===== src/rtl/sdram_mode_pkg.sv =====
package sdram_mode_pkg;

  localparam int MODE_W = 10;

  typedef struct packed {
    logic       wr_single;
    logic [1:0] opmode;
    logic [2:0] lat_code;
    logic       ilv;
    logic [2:0] len_code;
  } mode_word_t;

  function automatic logic len_code_ok(input logic [2:0] code, input logic ilv);
    return (code <= 3'd3) || (code == 3'd7 && !ilv);
  endfunction

  function automatic logic lat_code_ok(input logic [2:0] code);
    return (code == 3'd2) || (code == 3'd3);
  endfunction

endpackage


===== src/rtl/sdram_mode_reg.sv =====
module sdram_mode_reg
  import sdram_mode_pkg::*;
#(
  parameter int PAGE_LEN = 256,
  parameter int LEN_W    = 9
) (
  input  logic              clk,
  input  logic              rst,
  input  logic              mode_load,
  input  logic [MODE_W-1:0] mode_val,
  output logic [LEN_W-1:0]  burst_len,
  output logic              burst_ilv,
  output logic [1:0]        cas_lat,
  output logic              wr_single,
  output logic              mode_err
);

  mode_word_t           word;
  logic                 legal;
  logic [LEN_W-1:0]     len_dec;

  assign word  = mode_word_t'(mode_val);
  assign legal = (word.opmode == 2'b00) && lat_code_ok(word.lat_code)
               && len_code_ok(word.len_code, word.ilv);

  always_comb begin
    if (word.len_code == 3'd7) len_dec = LEN_W'(PAGE_LEN);
    else                       len_dec = LEN_W'(1) << word.len_code[1:0];
  end

  always_ff @(posedge clk) begin
    if (rst) begin
      burst_len <= LEN_W'(1);
      burst_ilv <= 1'b0;
      cas_lat   <= 2'd3;
      wr_single <= 1'b0;
      mode_err  <= 1'b0;
    end else if (mode_load) begin
      mode_err <= !legal;
      if (legal) begin
        burst_len <= len_dec;
        burst_ilv <= word.ilv;
        cas_lat   <= word.lat_code[1:0];
        wr_single <= word.wr_single;
      end
    end
  end

  assert_hold_R6: assert property (@(posedge clk) disable iff (rst)
    !mode_load |=> $stable({burst_len, burst_ilv, cas_lat, wr_single, mode_err}));

  assert_reject_opmode_R3: assert property (@(posedge clk) disable iff (rst)
    (mode_load && mode_val[8:7] != 2'b00) |=>
      (mode_err && $stable({burst_len, burst_ilv, cas_lat, wr_single})));

  assert_reject_lat_R2: assert property (@(posedge clk) disable iff (rst)
    (mode_load && mode_val[6:4] != 3'd2 && mode_val[6:4] != 3'd3) |=>
      (mode_err && $stable(cas_lat)));

  assert_cas_range_R2: assert property (@(posedge clk) disable iff (rst)
    (cas_lat == 2'd2) || (cas_lat == 2'd3));

endmodule


===== src/rtl/sdram_read_pipe.sv =====
module sdram_read_pipe #(
  parameter int MAX_CL = 3,
  parameter int LEN_W  = 9
) (
  input  logic             clk,
  input  logic             rst,
  input  logic             rd_issue,
  input  logic             rd_stop,
  input  logic [1:0]       cas_lat,
  input  logic [LEN_W-1:0] burst_len,
  output logic             capture,
  output logic             bus_drive
);

  localparam int SH_W = MAX_CL - 1;

  logic [SH_W-1:0]   shreg;
  logic [MAX_CL-1:0] taps;
  logic              start_drv, start_cap;
  logic              cap_d, drv_d;
  logic [LEN_W-1:0]  rem, rem_d;

  assign taps      = {shreg, rd_issue};
  assign start_drv = taps[cas_lat - 2'd2];
  assign start_cap = taps[cas_lat - 2'd1];

  always_comb begin
    cap_d = 1'b0;
    rem_d = rem;
    if (start_cap) begin
      cap_d = 1'b1;
      rem_d = burst_len - LEN_W'(1);
    end else if (rd_stop) begin
      rem_d = '0;
    end else if (rem != '0) begin
      cap_d = 1'b1;
      rem_d = rem - LEN_W'(1);
    end
    drv_d = cap_d | start_drv;
  end

  always_ff @(posedge clk) begin
    if (rst) begin
      shreg     <= '0;
      rem       <= '0;
      capture   <= 1'b0;
      bus_drive <= 1'b0;
    end else begin
      shreg     <= {shreg[SH_W-2:0], rd_issue};
      rem       <= rem_d;
      capture   <= cap_d;
      bus_drive <= drv_d;
    end
  end

  logic [LEN_W-1:0] beat_cnt;
  always_ff @(posedge clk) begin
    if (rst)             beat_cnt <= '0;
    else if (start_cap)  beat_cnt <= LEN_W'(1);
    else if (capture && beat_cnt != '1) beat_cnt <= beat_cnt + LEN_W'(1);
  end

  assert_drive_leads_R8: assert property (@(posedge clk) disable iff (rst)
    $rose(capture) |-> $past(bus_drive));

  assert_cap_in_drive_R8: assert property (@(posedge clk) disable iff (rst)
    capture |-> bus_drive);

  assert_burst_len_R9: assert property (@(posedge clk) disable iff (rst)
    capture |-> (beat_cnt != '0 && beat_cnt <= burst_len));

endmodule


===== src/rtl/sdram_mode_rdpipe.sv =====
module sdram_mode_rdpipe
  import sdram_mode_pkg::*;
#(
  parameter int PAGE_LEN = 256,
  parameter int MAX_CL   = 3,
  parameter int LEN_W    = $clog2(PAGE_LEN) + 1
) (
  input  logic              clk,
  input  logic              rst,
  input  logic              mode_load,
  input  logic [MODE_W-1:0] mode_val,
  input  logic              rd_issue,
  input  logic              rd_stop,
  output logic [LEN_W-1:0]  burst_len,
  output logic              burst_ilv,
  output logic [1:0]        cas_lat,
  output logic              wr_single,
  output logic              mode_err,
  output logic              bus_drive,
  output logic              capture
);

  sdram_mode_reg #(.PAGE_LEN(PAGE_LEN), .LEN_W(LEN_W)) u_mode (
    .clk(clk), .rst(rst), .mode_load(mode_load), .mode_val(mode_val),
    .burst_len(burst_len), .burst_ilv(burst_ilv), .cas_lat(cas_lat),
    .wr_single(wr_single), .mode_err(mode_err)
  );

  sdram_read_pipe #(.MAX_CL(MAX_CL), .LEN_W(LEN_W)) u_pipe (
    .clk(clk), .rst(rst), .rd_issue(rd_issue), .rd_stop(rd_stop),
    .cas_lat(cas_lat), .burst_len(burst_len),
    .capture(capture), .bus_drive(bus_drive)
  );

endmodule


===== config.mk =====
export PLATFORM = sky130hd
export DESIGN_NAME = sdram_mode_rdpipe
export DESIGN_NICKNAME = d
export VERILOG_FILES = /design/src/rtl/sdram_mode_pkg.sv /design/src/rtl/sdram_mode_reg.sv /design/src/rtl/sdram_read_pipe.sv /design/src/rtl/sdram_mode_rdpipe.sv
export SDC_FILE = /design/constraint.sdc
export NUM_CORES = 1
export LEC_CHECK = 0
export BUFFER_PORTS_ARGS = -buffer_cell sky130_fd_sc_hd__buf_2
export CORE_MARGIN = 2
export CORE_UTILIZATION = 49
export CTS_BUF_LIST = sky130_fd_sc_hd__clkbuf_8
export DETAILED_ROUTE_END_ITERATION = 7
export HOLD_SLACK_MARGIN = 0.06
export PLACE_DENSITY = 0.89
export RECOVER_POWER = 25
export SYNTH_ARGS = -nofsm -noshare
export SYNTH_HDL_FRONTEND = slang
export SYNTH_HIERARCHICAL = 1
export SYNTH_SLANG_ARGS = --single-unit

===== constraint.sdc =====
create_clock -name clk -period 2 [get_ports clk]
set_input_delay 0.1 -clock clk [delete_from_list [all_inputs] [get_ports clk]]
set_output_delay 0.1 -clock clk [all_outputs]
set_load 0.02 [all_outputs]

==> run_results.csv <==
group,metric,value,unit
run,drv_cap,0,
route,drt_pre_antenna_iters,4,
critical_path,endpoint_kind,"flip-flop",
grt,antenna_found_initial,0,
layout,syn_to_final_growth,23.9,%
grt,grt_max_degree,17,
grt,grt_pass1_wl,4740,µm
critical_path,cp_top_family,"simple AND/OR/NAND/NOR gates",
synth,synth_area_leaders,"dfxtp_1 38%, xor2_1 5.8%, mux2i_1 5.0%",
layout,num-nets-final,185,
layout,final_common_cell,"dfxtp_1",
floorplan,initial_core_util,0.531,
floorplan,io_pins,31,
synth,syn_area_per_cell,9.15,µm²
sta,whs,0.0815,ns
hold_path,hold_path_class,"input pin to flip-flop",
synth,seq_area_frac_synth,0.381,
sta,period_share,1.02,
layout,diodes,0,
critical_path,worstPathRequired,2.18,ns
critical_path,r2r_end,"u_pipe/rem[1]",
critical_path,cp_common_cell,"or4b_4",
route,detail-route-antenna-nets,0,
layout,layout_common_cells,"21 x dfxtp_1, 20 x buf_2, 11 x nand2_1",
clock_network,clk_pin_slew,0.08,ns
placement,io_buffers,26,
sta,rsz0062_at_grt,"true",
sta,fin_skew,0.00462,ns
hold_path,hold_start,"mode_val[9]",
critical_path,cp_max_fo,5,
sta,fin_ws,-0.0406,ns
critical_path,cp.arrival,2.22,ns
synth,synth-edff-count,0,
sta,final_max_slew_viol_count,0,
hold_path,hold_depth,3,
clock_network,cts.sinks,23,
floorplan,dieWidth,53.6,µm
route,drc,0,
synth,ys.flop_type,"dfxtp_1",
floorplan,core,2280,µm²
floorplan,rows,17,
route,drtIter0Drc,20,
route,via_per_inst,5.58,
synth,synth_cell_types,37,
synth,syn_inst,132,
critical_path,cp-start-kind,"flip-flop",
placement,routabilityCongestion,0.779,
clock_network,htree_levels,1,
power_and_ir_drop,ir_worst_vdd,0.622,mV
clock_network,cts_tree,"yes",
critical_path,rrSetupSlack,-0.04,ns
grt,grt.overflow.total,0,
critical_path,critPathKind,"flip-flop to flip-flop",
sta,maxSlewHeadroom,0.548,
synth,synthArstFlopShare,0,
floorplan,die_area,2880,µm²
clock_network,cts_buffer_depth,2,
outcome,violations,"setup timing",
critical_path,slowest_delay,0.53,ns
power_and_ir_drop,p_leak,0.628,nW
clock_network,cts_setup_buffers,0,
layout,multi_input_area,733,µm²
layout,n_fill_cell,169,
critical_path,cp_slowest_cell,"or4b_4",
sta,min_period,2.04,ns
critical_path,reg2reg_from,"u_pipe/rem[1]",
synth,synth_top_cell_by_area,"dfxtp_1",
outcome,outcome,"finished, violations left",
route,wl_per_cell,14.5,µm
layout,final_core_util,0.658,
sta,hold_viol,0,
critical_path,ff2ff_path_depth,6,
placement,dp_hpwl,2080,µm
clock_network,cts_root_buf,"clkbuf_8",
clock_network,clkLatencyLatePin,0.26,ns
synth,yosysWarnings,6,
route,drt_wl_total,2820,µm
floorplan,die_y,53.6,µm
sta,timing.fmax,0.490,GHz
grt,gr-usage-all-layers,0.228,
critical_path,cp-startpoint,"u_pipe/rem[1]",
synth,yosys.area.top_type_share,0.381,
synth,netlist_area,1210,µm²
power_and_ir_drop,cellPowerDensity,1100,nW/µm²
sta,tightest_slew,0.672,ns
route,vias,1089,
grt,grt_pass1_vias,1126,
critical_path,cp.buffers_inverters,1,
hold_path,worstHoldEndpoint,"u_mode/wr_single",
layout,drive_above_1_share,0.269,
clock_network,numCtsBuffers,3,
synth,ys_ff_latch,23,
sta,setup_viol,2,
critical_path,crit_chain,"inv_2 > ha_4 > or4b_4 > or4b_4 > a211o_1 > a211oi_2",
layout,regArea,463,µm²
==> kinds of logic after synthesis <==
| logic type | synth area share |
|---|---|
| flops | 0.381 |
| mux | 0.0591 |
| other cells | 0.00311 |
| buf+inv | 0.0601 |
| compound gates | 0.140 |
| fa+ha+maj | 0.0207 |
| xor+xnor | 0.102 |
| simple gates | 0.234 |
==> sequential cells by signal (all words and copies together), names as in the netlist <==
| name | count |
|---|---|
| u_mode/mode_err | 1 |
| u_mode/wr_single | 1 |
| u_mode/cas_lat | 2 |
| u_mode/burst_ilv | 1 |
| u_pipe/capture | 1 |
| u_pipe/shreg | 2 |
| u_pipe/bus_drive | 1 |
| u_mode/burst_len | 5 |
| u_pipe/rem | 9 |
==> tightest hold or removal path, delay by kind of cell <==
| family | cells | cell delay [ns] |
|---|---|---|
| buf+inv | 1 | 0.09 |
| simple gates | 1 | 0.05 |
| mux | 1 | 0.06 |
==> Yosys cell counts, drive strengths merged, types with 2 or more instances <==
cell,n
a21oi,2
or4,2
mux2i,6
nand3b,7
nand2,11
o21ai,2
nand2b,2
inv,8
nand3,2
nor3,5
buf,5
o22ai,7
nor2b,2
xnor2,6
or4b,3
or3,2
ha,2
a211o,2
xor2,8
o32ai,3
nor2,10
dfxtp,23
==> worst max path at each step <==
stage | end | slack [ns] | cells after the start
floorplan | u_pipe/rem[1] | -0.03 | 6
global placement | u_pipe/rem[1] | -0.006 | 6
detailed placement | u_pipe/rem[1] | -0.06 | 6
CTS | u_pipe/rem[1] | -0.03 | 6
global route | u_pipe/rem[1] | -0.07 | 6
finish | u_pipe/rem[1] | -0.04 | 6
==> timing repair <==
action | in CTS | in global routing
resized for setup | 3 | 2
setup endpoints to repair | 2 | 2
pin swaps | 1 | 0
endpoints found under the hold margin | 0 | 0
hold buffers | 0 | 0
==> layer usage <==
layer  vias up  share of wire  global-route usage
met2        24           0.55               0.434
met3         2          0.031              0.0306
met4         0         0.0050               0.111
met1       532           0.41               0.244
met5         -              0                   0
li1        531              -                   -
==> layout make-up <==
type / instances / share of cell area
flip-flops and latches: 23 / 0.309
multi-input cells: 97 / 0.490
well taps: 28 / 0.0234
inverters: 9 / 0.0226
repair buffers: 34 / 0.125
clock inverters: 1 / 0.00251
clock buffers: 3 / 0.0276
==> metrics by stage <==
stage / worst slack (ns) / area (µm²) / setup TNS, ns / instances / total power [mW]
after floorplan: -0.0324 / 1240 / -0.0812 / 135 / 1.05
after global placement: -0.00589 / 1420 / -0.00589 / 191 / 1.23
after detailed placement: -0.0602 / 1420 / -0.0765 / 191 / 1.25
after CTS: -0.0269 / 1490 / -0.0269 / 195 / 1.57
after global routing: -0.0699 / 1500 / -0.128 / 195 / 1.74
final: -0.0406 / 1500 / -0.0483 / 195 / 1.65
==> report_power, final <==
group          internal [mW]  switching, mW  total [mW]  leakage (nW)
sequential             0.526         0.0462       0.572         0.189
clock                  0.137          0.142       0.279        0.0269
combinational          0.431          0.367       0.798         0.413
total                   1.09          0.555        1.65         0.628
No activity file was read; power rests on OpenSTA's default activity.
